==> src/rtl/msi_log_pkg.sv <==
package msi_log_pkg;
  localparam int unsigned DW          = 32;
  localparam int unsigned MEM_AW      = 2 * DW;
  localparam int unsigned ENTRY_SHIFT = 4;
  localparam int unsigned ENTRY_W     = 8 << ENTRY_SHIFT;
  localparam int unsigned REG_AW      = 3;
  localparam int unsigned MIN_SHIFT   = 15;
  localparam int unsigned SIZE_CODE_W = 2;
  localparam int unsigned SIZE_CODES  = 1 << SIZE_CODE_W;
  localparam int unsigned OFS_W       = MIN_SHIFT + SIZE_CODES - 1;

  localparam logic [OFS_W-1:0] ENTRY_INC  = OFS_W'(1 << ENTRY_SHIFT);
  localparam logic [OFS_W-1:0] ALIGN_MASK = ~OFS_W'((1 << ENTRY_SHIFT) - 1);

  // control register bit positions
  localparam int unsigned CB_EN      = 0;
  localparam int unsigned CB_FULLDET = 1;
  localparam int unsigned CB_IRQEN   = 3;
  localparam int unsigned CB_STOP    = 4;
  localparam int unsigned CB_SIZE    = 8;
  localparam int unsigned CB_FULL_ST = 16;
  localparam int unsigned CB_OVF     = 17;

  typedef enum logic [REG_AW-1:0] {
    RA_CTRL    = 3'd0,
    RA_BASE_HI = 3'd3,
    RA_BASE_LO = 3'd4,
    RA_CONS    = 3'd5,
    RA_PROD    = 3'd6
  } reg_addr_e;

  typedef struct packed {
    logic                   en;
    logic                   full_det;
    logic                   irq_en;
    logic                   stop;
    logic [SIZE_CODE_W-1:0] size;
  } ctrl_t;

  function automatic logic [OFS_W-1:0] ofs_mask(input logic [SIZE_CODE_W-1:0] code);
    logic [OFS_W-1:0] ones;
    ones = '1;
    return (ones >> (SIZE_CODES - 1 - int'(code))) & ALIGN_MASK;
  endfunction
endpackage

==> src/rtl/msi_log_regs.sv <==
module msi_log_regs
  import msi_log_pkg::*;
(
  input  logic              clk,
  input  logic              rst_n,
  input  logic              reg_req,
  input  logic              reg_we,
  input  logic [REG_AW-1:0] reg_addr,
  input  logic [DW-1:0]     reg_wdata,
  input  logic [OFS_W-1:0]  prod_m,
  input  logic              ring_full,
  input  logic              ovf_set,
  output logic              reg_rvalid,
  output logic [DW-1:0]     reg_rdata,
  output ctrl_t             ctrl,
  output logic [MEM_AW-1:0] base,
  output logic [OFS_W-1:0]  cons_m,
  output logic [OFS_W-1:0]  mask
);
  ctrl_t            ctrl_q, ctrl_d;
  logic [DW-1:0]    hi_q, hi_d, lo_q, lo_d;
  logic [OFS_W-1:0] cons_q, cons_d;
  logic             ovf_q, ovf_d;
  logic             rvalid_q;
  logic [DW-1:0]    rdata_q, rdata_d, rd_word;
  logic             wr_hit, rd_hit;

  assign wr_hit = reg_req & reg_we;
  assign rd_hit = reg_req & ~reg_we;
  assign mask   = ofs_mask(ctrl_q.size);
  assign cons_m = cons_q & mask;
  assign ctrl   = ctrl_q;
  assign base   = {hi_q, lo_q};

  always_comb begin
    rd_word = '0;
    case (reg_addr)
      RA_CTRL: begin
        rd_word[CB_EN]                     = ctrl_q.en;
        rd_word[CB_FULLDET]                = ctrl_q.full_det;
        rd_word[CB_IRQEN]                  = ctrl_q.irq_en;
        rd_word[CB_STOP]                   = ctrl_q.stop;
        rd_word[CB_SIZE +: SIZE_CODE_W]    = ctrl_q.size;
        rd_word[CB_FULL_ST]                = ring_full & ctrl_q.full_det;
        rd_word[CB_OVF]                    = ovf_q;
      end
      RA_BASE_HI: rd_word = hi_q;
      RA_BASE_LO: rd_word = lo_q;
      RA_CONS:    rd_word[OFS_W-1:0] = cons_m;
      RA_PROD:    rd_word[OFS_W-1:0] = prod_m;
      default:    rd_word = '0;
    endcase
  end

  always_comb begin
    ctrl_d  = ctrl_q;
    hi_d    = hi_q;
    lo_d    = lo_q;
    cons_d  = cons_q;
    ovf_d   = ovf_q;
    rdata_d = rd_hit ? rd_word : rdata_q;
    if (wr_hit) begin
      case (reg_addr)
        RA_CTRL: begin
          ctrl_d.en       = reg_wdata[CB_EN];
          ctrl_d.full_det = reg_wdata[CB_FULLDET];
          ctrl_d.irq_en   = reg_wdata[CB_IRQEN];
          ctrl_d.stop     = reg_wdata[CB_STOP];
          ctrl_d.size     = reg_wdata[CB_SIZE +: SIZE_CODE_W];
          if (reg_wdata[CB_OVF]) ovf_d = 1'b0;
        end
        RA_BASE_HI: hi_d   = reg_wdata;
        RA_BASE_LO: lo_d   = reg_wdata;
        RA_CONS:    cons_d = reg_wdata[OFS_W-1:0] & ALIGN_MASK;
        default:    ;
      endcase
    end
    if (ovf_set) ovf_d = 1'b1;
  end

  always_ff @(posedge clk or negedge rst_n) begin
    if (!rst_n) begin
      ctrl_q   <= '0;
      hi_q     <= '0;
      lo_q     <= '0;
      cons_q   <= '0;
      ovf_q    <= 1'b0;
      rvalid_q <= 1'b0;
      rdata_q  <= '0;
    end else begin
      ctrl_q   <= ctrl_d;
      hi_q     <= hi_d;
      lo_q     <= lo_d;
      cons_q   <= cons_d;
      ovf_q    <= ovf_d;
      rvalid_q <= rd_hit;
      rdata_q  <= rdata_d;
    end
  end

  assign reg_rvalid = rvalid_q;
  assign reg_rdata  = rdata_q;
endmodule

==> src/rtl/msi_log_ring.sv <==
module msi_log_ring
  import msi_log_pkg::*;
(
  input  logic               clk,
  input  logic               rst_n,
  input  ctrl_t              ctrl,
  input  logic [MEM_AW-1:0]  base,
  input  logic [OFS_W-1:0]   cons_m,
  input  logic [OFS_W-1:0]   mask,
  input  logic               msi_valid,
  input  logic [DW-1:0]      msi_data,
  output logic               msi_ready,
  output logic               mem_req,
  output logic [MEM_AW-1:0]  mem_addr,
  output logic [ENTRY_W-1:0] mem_data,
  input  logic               mem_accept,
  output logic [OFS_W-1:0]   prod_m,
  output logic               ring_full,
  output logic               ovf_set,
  output logic               irq
);
  logic              busy_q, busy_d;
  logic [OFS_W-1:0]  prod_q, prod_d, prod_nxt;
  logic [MEM_AW-1:0] addr_q;
  logic [DW-1:0]     data_q;
  logic              full_act, stall, drop, take, log_en, done;

  assign prod_m    = prod_q & mask;
  assign prod_nxt  = (prod_q + ENTRY_INC) & mask;
  assign ring_full = (prod_nxt == cons_m);
  assign full_act  = ctrl.en & ctrl.full_det & ring_full;
  assign stall     = full_act & ctrl.stop;
  assign drop      = full_act & ~ctrl.stop;
  assign msi_ready = ~busy_q & ~stall;
  assign take      = msi_valid & msi_ready;
  assign log_en    = take & ctrl.en & ~drop;
  assign ovf_set   = take & drop;
  assign done      = busy_q & mem_accept;

  always_comb begin
    busy_d = busy_q;
    prod_d = prod_q;
    if (done) begin
      busy_d = 1'b0;
      prod_d = prod_nxt;
    end else if (log_en) begin
      busy_d = 1'b1;
    end
  end

  always_ff @(posedge clk or negedge rst_n) begin
    if (!rst_n) begin
      busy_q <= 1'b0;
      prod_q <= '0;
    end else begin
      busy_q <= busy_d;
      prod_q <= prod_d;
    end
  end

  always_ff @(posedge clk or negedge rst_n) begin
    if (!rst_n) begin
      addr_q <= '0;
      data_q <= '0;
    end else if (log_en) begin
      addr_q <= base + {{(MEM_AW-OFS_W){1'b0}}, prod_m};
      data_q <= msi_data;
    end
  end

  assign mem_req  = busy_q;
  assign mem_addr = addr_q;
  assign mem_data = {{(ENTRY_W-DW){1'b0}}, data_q};
  assign irq      = ctrl.en & ctrl.irq_en & (prod_m != cons_m);
endmodule

==> src/rtl/msi_ring_logger.sv <==
module msi_ring_logger
  import msi_log_pkg::*;
(
  input  logic               clk,
  input  logic               rst_n,
  input  logic               reg_req,
  input  logic               reg_we,
  input  logic [REG_AW-1:0]  reg_addr,
  input  logic [DW-1:0]      reg_wdata,
  output logic               reg_rvalid,
  output logic [DW-1:0]      reg_rdata,
  input  logic               msi_valid,
  input  logic [DW-1:0]      msi_data,
  output logic               msi_ready,
  output logic               mem_req,
  output logic [MEM_AW-1:0]  mem_addr,
  output logic [ENTRY_W-1:0] mem_data,
  input  logic               mem_accept,
  output logic               irq
);
  ctrl_t             ctrl;
  logic [MEM_AW-1:0] base;
  logic [OFS_W-1:0]  cons_m, prod_m, mask;
  logic              ring_full, ovf_set;

  msi_log_regs u_regs (
    .clk(clk), .rst_n(rst_n),
    .reg_req(reg_req), .reg_we(reg_we), .reg_addr(reg_addr), .reg_wdata(reg_wdata),
    .prod_m(prod_m), .ring_full(ring_full), .ovf_set(ovf_set),
    .reg_rvalid(reg_rvalid), .reg_rdata(reg_rdata),
    .ctrl(ctrl), .base(base), .cons_m(cons_m), .mask(mask)
  );

  msi_log_ring u_ring (
    .clk(clk), .rst_n(rst_n),
    .ctrl(ctrl), .base(base), .cons_m(cons_m), .mask(mask),
    .msi_valid(msi_valid), .msi_data(msi_data), .msi_ready(msi_ready),
    .mem_req(mem_req), .mem_addr(mem_addr), .mem_data(mem_data), .mem_accept(mem_accept),
    .prod_m(prod_m), .ring_full(ring_full), .ovf_set(ovf_set), .irq(irq)
  );
endmodule

==> config.mk <==
export PLATFORM = sky130hd
export DESIGN_NAME = msi_ring_logger
export DESIGN_NICKNAME = d
export VERILOG_FILES = /design/src/rtl/msi_log_pkg.sv /design/src/rtl/msi_log_regs.sv /design/src/rtl/msi_log_ring.sv /design/src/rtl/msi_ring_logger.sv
export SDC_FILE = /design/constraint.sdc
export NUM_CORES = 1
export LEC_CHECK = 0
export BUFFER_PORTS_ARGS = -buffer_cell sky130_fd_sc_hd__buf_2
export CORE_ASPECT_RATIO = 0.9
export CORE_UTILIZATION = 37
export CTS_BUF_LIST = sky130_fd_sc_hd__clkbuf_8
export DETAILED_ROUTE_END_ITERATION = 12
export PLACE_DENSITY = 0.59
export SKIP_LAST_GASP = 1
export SLEW_MARGIN = 10
export SYNTH_ARGS = -nofsm -noshare
export SYNTH_HDL_FRONTEND = slang
export SYNTH_SLANG_ARGS = --single-unit
==> constraint.sdc <==
create_clock -name clk -period 3.5 [get_ports clk]
set_clock_uncertainty 0.15 [all_clocks]
set_input_delay 0.7 -clock clk [delete_from_list [all_inputs] [get_ports clk]]
set_output_delay 0.7 -clock clk [all_outputs]
set_load 0.02 [all_outputs]
[After elaboration in Yosys (flattened, before gate mapping)]
Cells that the tools add are included.
Widths: inputs -> output; s select.
Operators by class
  add/sub/neg operators: 3
  equality and inequality tests: 6
  shifts and indexed selects: 1
  multiplexer cells: 14
  bitwise gates (word level): 23
  reductions and logical operators: 10
Operator list (number)
  $add 64x18->64: 1
  $and 18x18->18: 3
  $pmux 2 s5: 4
  $shr 18x32->18 const A: 1
  $pmux 14 s2: 1
  $pmux 6 s4: 1
  $add 18x5->18 const B: 1
  $eq 18x18->1: 1
  $ne 18x18->1: 1
  $and 1x1->1: 15
  $pmux 3 s4: 1
  $eq 3x3->1 const B: 3
  $reduce_and 2->1: 4
  $reduce_bool 2->1: 4
  $mux 1: 6
  $not 1->1: 5
  $pmux 1 s4: 1
  $eq 3x2->1 const B: 1
  $logic_not 3->1: 1
  $reduce_and 3->1: 1
  $sub 2x2->3 const A: 1
Word-level totals
  flip-flop bits (word level): 233
  bits of input ports: 73
  output and inout bits: 228
  logic and storage cells: 72

[Logic depth before layout (Yosys ltp)]
  word-level depth: 13
  gate-level depth with buffers: 12

[By module]
From an unflattened synthesis, not the netlist that was laid out.
Unflattened totals
  cell total of the unflattened synthesis: 1223
  area, all modules: 13518.0 um^2
Modules (own cells, without submodules)
  msi_log_ring: times used 1, cells each 791, area an instance 8106.5 um^2
  msi_log_regs: times used 1, cells each 432, area an instance 5411.4 um^2

[Worst setup path before layout]
OpenSTA, ideal clock, no wires.
  path type: register -> output
  from: reg u_ring.prod_q[6]
  to: out msi_ready
  arrival time: 2.024 ns
  data required time: 2.650 ns
  slack: 0.626 ns
  stages on the path, launching flop included: 10
  path through: dfrtp_1 > buf_2 > nand3_2 > buf_2 > nor2_1 > a21oi_1 > or3b_1 > nand4_2 > nor2_1 > a31oi_1
Between the ends
  cells in the longest elaborated chain, start to end: 7
Ends and longest elaborated chain
  start, declared: line msi_log_ring.sv:23  | logic [OFS_W-1:0] prod_q, prod_d, prod_nxt;
  start signal, assigned: line msi_log_ring.sv:57  | prod_q <= prod_d;
  $add 18x5->18: line msi_log_ring.sv:29  | assign prod_nxt = (prod_q + ENTRY_INC) & mask;
  $and 18x18->18: line msi_log_ring.sv:29
  $eq 18x18->1: line msi_log_ring.sv:30  | assign ring_full = (prod_nxt == cons_m);
  $and 1x1->1: line msi_log_ring.sv:31  | assign full_act = ctrl.en & ctrl.full_det & ring_full;
  $and 1x1->1: line msi_log_ring.sv:32  | assign stall = full_act & ctrl.stop;
  $not 1->1: line msi_log_ring.sv:34  | assign msi_ready = ~busy_q & ~stall;
  $and 1x1->1: line msi_log_ring.sv:34
  end, declared: line msi_ring_logger.sv:14  | output logic msi_ready,
Every way passes these cells.

[Final worst setup path]
  from: reg u_ring.prod_q[11]
  to: out msi_ready
The elaborated chain is that of the path after synthesis.

==> key figures <==
STA
  • Hold Vio Cnt, Final: 0
  • Endpoints failing setup: 0
  • Slew Viols, Final: 0
  • FMAX: ~290 MHz
  • RSZ-0062 raised after global routing: yes
  • Fin crit share: around 100%
  • Final Critical Period: about 3.5 ns
  • Slew @ Worst Pin: about 1.1 ns
  • Hold WS: slightly above 0.2 ns
  • Max-slew headroom: 23.4%

Routing
  • Final WL: 34.5 mm
  • Pre-antenna DRT Iters: 5
  • Number of remaining DRC errors: 0
  • 1st-iter DRT viols: roughly 700
  • Routed vias/inst: ~5.1
  • Via count: just over 9000
  • Detail Route Antenna Nets: 0
  • WL/cell: 19.2 um

Setup path
  • Worst Setup End Kind: primary output
  • CP Max Fanout: 7
  • Crit path DAT: 2.62 ns
  • CP peak stage delay: 0.50 ns
  • Family with the most delay on the worst path: simple AND/OR/NAND/NOR gates
  • CP cell instances: and2_1 -> and3_1 -> a21oi_1 -> or3b_1 -> nand4_2 -> nor2_2 -> a31oi_1 -> buf_4
  • Buf/Inv on CP: 1
  • Slowest cell on the critical path: dfrtp_1
  • Required time worst endpoint: ~2.7 ns
  • CP Launch Type: register
  • CP Class: reg -> out

Die
  • IO Count: between 300 and 400
  • Floorplan row count: 62
  • Initial core utilization: 38.0%
  • Core Area: 32200 um^2
  • DIE WIDTH: slightly below 200 um
  • Die area: between 30000 and 40000 um^2
  • Die Height: about 170 um

Cells and area
  • Area Growth Syn to Fin: 18.9%
  • Share of cells above drive strength 1: approximately a third
  • Fin cells: approximately 1800
  • Nets: about 1400

Logic synthesis
  • Synthesized instance count: about 1100
  • Syn Area/Cell: ~11 um^2
  • Sequential fraction of the synthesis area: 46.8%
  • Largest family of logic cells by synthesized area: multiplexers
  • Synth Area in Adders: between 1.5 and 2%
  • Ys Warns: 0
  • Synth Area in Simple Gates: a little over a tenth
  • Yosys cell types: 61
  • Mux share of post-synthesis cell area: between 15 and 20%
  • Post-synthesis compound-gate area fraction: about 8.2%
  • Synth Cell Area: around 12000 um^2
  • Yosys reg bits: roughly 230
  • Number of synthesized flops with an enable pin: 0
  • Post-synth top flop: dfrtp_1
  • Asr flop ratio synth: 100%
  • Post-Synth XOR/XNOR Area: between 6 and 7%

GRT
  • Met1 usage: 29.1%
  • Largest net degree at the start of global routing: 70
  • Met2 Resource Use GR: 30.6%
  • Total track usage: 20.4%
  • Wire length of the first global-routing pass: 53.6 mm
  • Vias in the first global route: 9205
  • Met3 usage: about 3.4%
  • Overflow after GRT: 0
  • Most used routing layer: met2
  • Initial antenna violation count: 5

Pwr
  • Pwr dens: between 700 and 800 nW/um^2
  • Static Leak: 0.00682 uW
  • VDD IR max: 0.529 mV

Outcome
  • Status: complete, no violations

Placement
  • HPWL Detailed: 25.0 mm
  • PortBufs: 204
  • Inst Count DP: 1703
  • Routability cong.: 0.882

Flow run
  • Max Cap Viol: 0

Clock tree
  • Htree depth: 2
  • Clk buf depth: 3
  • Clk_lat worst skew: ~0.57 ns
  • Clk pin slew, worst setup/hold paths: about 0.060 ns
  • CTS sink count: 229
  • TritonCTS clock tree: built
  • Clock buffer count from CTS: 41
  • Clock Tree Root: clkbuf_8

Min path
  • HP Class: in -> reg
worst paths after layout:
check	from	to	slack [ns]	depth (start not counted)
min in group asynchronous	rst_n	u_regs.reg_rdata[26]$_DFFE_PN0P_	0.54	2
max in group asynchronous	rst_n	u_ring.prod_q[10]$_DFFE_PN0P_	1.90	3
min	msi_data[9]	u_ring.data_q[9]$_DFFE_PN0P_	0.21	2
max	u_ring.prod_q[11]$_DFFE_PN0P_	msi_ready	0.03	8
max reg2reg	u_ring.prod_q[4]$_DFFE_PN0P_	u_ring.mem_addr[54]$_DFFE_PN0P_	0.31	12
min reg2reg	u_regs.reg_rdata[4]$_DFFE_PN0P_	u_regs.reg_rdata[4]$_DFFE_PN0P_	0.33	2
logic make-up after synthesis:
| family | after synthesis |
|---|---|
| AOI/OAI and AO/OA | 147 |
| xor gates and xnor gates | 91 |
| adders and majority gates | 16 |
| buffers and inverters | 168 |
| DFF | 229 |
| muxes | 188 |
| other | 1 |
| and+or+nand+nor | 265 |
what timing repair did:
item                       in CTS  in global routing
cloned                          0                  0
setup buffers                   7                  5
resized for setup              16                  3
pin swaps                       3                  2
hold endpoints to repair       61                  0
setup endpoints to repair       1                  2
hold buffers                    1                  0
state kept, by name, indices dropped and copies added, names as in the netlist:
name               count
u_regs.ovf_q           1
u_ring.mem_addr       64
u_ring.mem_req         1
u_regs.lo_q           32
u_ring.prod_q         14
u_regs.reg_rvalid      1
u_regs.cons_q         14
u_regs.reg_rdata      32
u_ring.data_q         32
u_regs.ctrl            6
u_regs.hi_q           32
routing by layer:
| metal | wire (um) | share of wire (%) | vias to the layer above |
|---|---|---|---|
| li1 | - | - | 4220 |
| met1 | 15900 | 46 | 4541 |
| met2 | 15200 | 44 | 376 |
| met3 | 2310 | 6.7 | 70 |
| met4 | 981 | 2.8 | 0 |
| met5 | 0 | 0 | - |
placed cells by master, fill, tap and decap left out, drive strengths merged, types with 4 or more instances in the layout:
cell / synthesis / routed
a21o: 5 / 5
a21oi: 22 / 22
a221oi: 28 / 28
a22o: 4 / 4
a22oi: 5 / 5
a31oi: 4 / 4
and2: 7 / 7
and3: 20 / 20
and4: 8 / 8
buf: 117 / 253
clkbuf: 37 / 50
clkinv: 1 / 5
conb: 1 / 96
dfrtp: 229 / 229
diode: 0 / 4
ha: 15 / 15
inv: 13 / 28
mux2: 178 / 178
mux2i: 10 / 10
nand2: 55 / 55
nand2b: 6 / 6
nand3: 32 / 32
nand4: 10 / 10
nor2: 77 / 77
nor2b: 6 / 6
nor3: 19 / 19
nor4: 12 / 12
o2111ai: 12 / 12
o211ai: 7 / 7
o21ai: 46 / 46
xnor2: 57 / 57
xor2: 34 / 34
area by class of cell:
| type | instances | area [um^2] |
|---|---|---|
| clock inverters | 23 | 179 |
| fillers | 3043 | 17600 |
| repair buffers | 254 | 1480 |
| well taps | 416 | 520 |
| diodes | 4 | 10.0 |
| clock buffers | 50 | 688 |
| multi-input cells | 803 | 5880 |
| inverters | 14 | 52.6 |
| flip-flops and latches | 229 | 5740 |
per-stage QoR:
stage	TNS, ns	setup WS (ns)	util, %	total power (uW)	instance area [um^2]
4_1_cts	0	0.000752	45.0	10600	14500
5_1_grt	-0.0887	-0.0887	45.2	11100	14500
2_1_floorplan	0	0.626	-	6550	12600
3_5_place_dp	0	0.329	41.9	7820	13500
6_report	0	0.0333	45.2	10500	14600
3_3_place_gp	0	0.375	41.9	7750	13500
Yosys cell counts, drive strengths merged, types with 13 or more instances:
| cell type | n | share of area (%) |
|---|---|---|
| dfrtp | 229 | 47 |
| mux2 | 178 | 16 |
| buf | 117 | 7.0 |
| nor2 | 77 | 2.4 |
| xnor2 | 57 | 4.1 |
| nand2 | 55 | 1.7 |
| o21ai | 46 | 1.9 |
| clkbuf | 37 | 1.1 |
| xor2 | 34 | 2.4 |
| nand3 | 32 | 1.3 |
| a221oi | 28 | 2.0 |
| a21oi | 22 | 0.90 |
| and3 | 20 | 1.0 |
| nor3 | 19 | 0.78 |
| ha | 15 | 1.5 |
| inv | 13 | 0.40 |
power breakdown:
part	total (uW)	switching, uW	internal (uW)
Clock	2670	1150	1510
Sequential	4210	689	3520
Combinational	3650	2090	1560
Total	10500	3930	6590
Note: power is estimated with default switching activity, not from simulation.
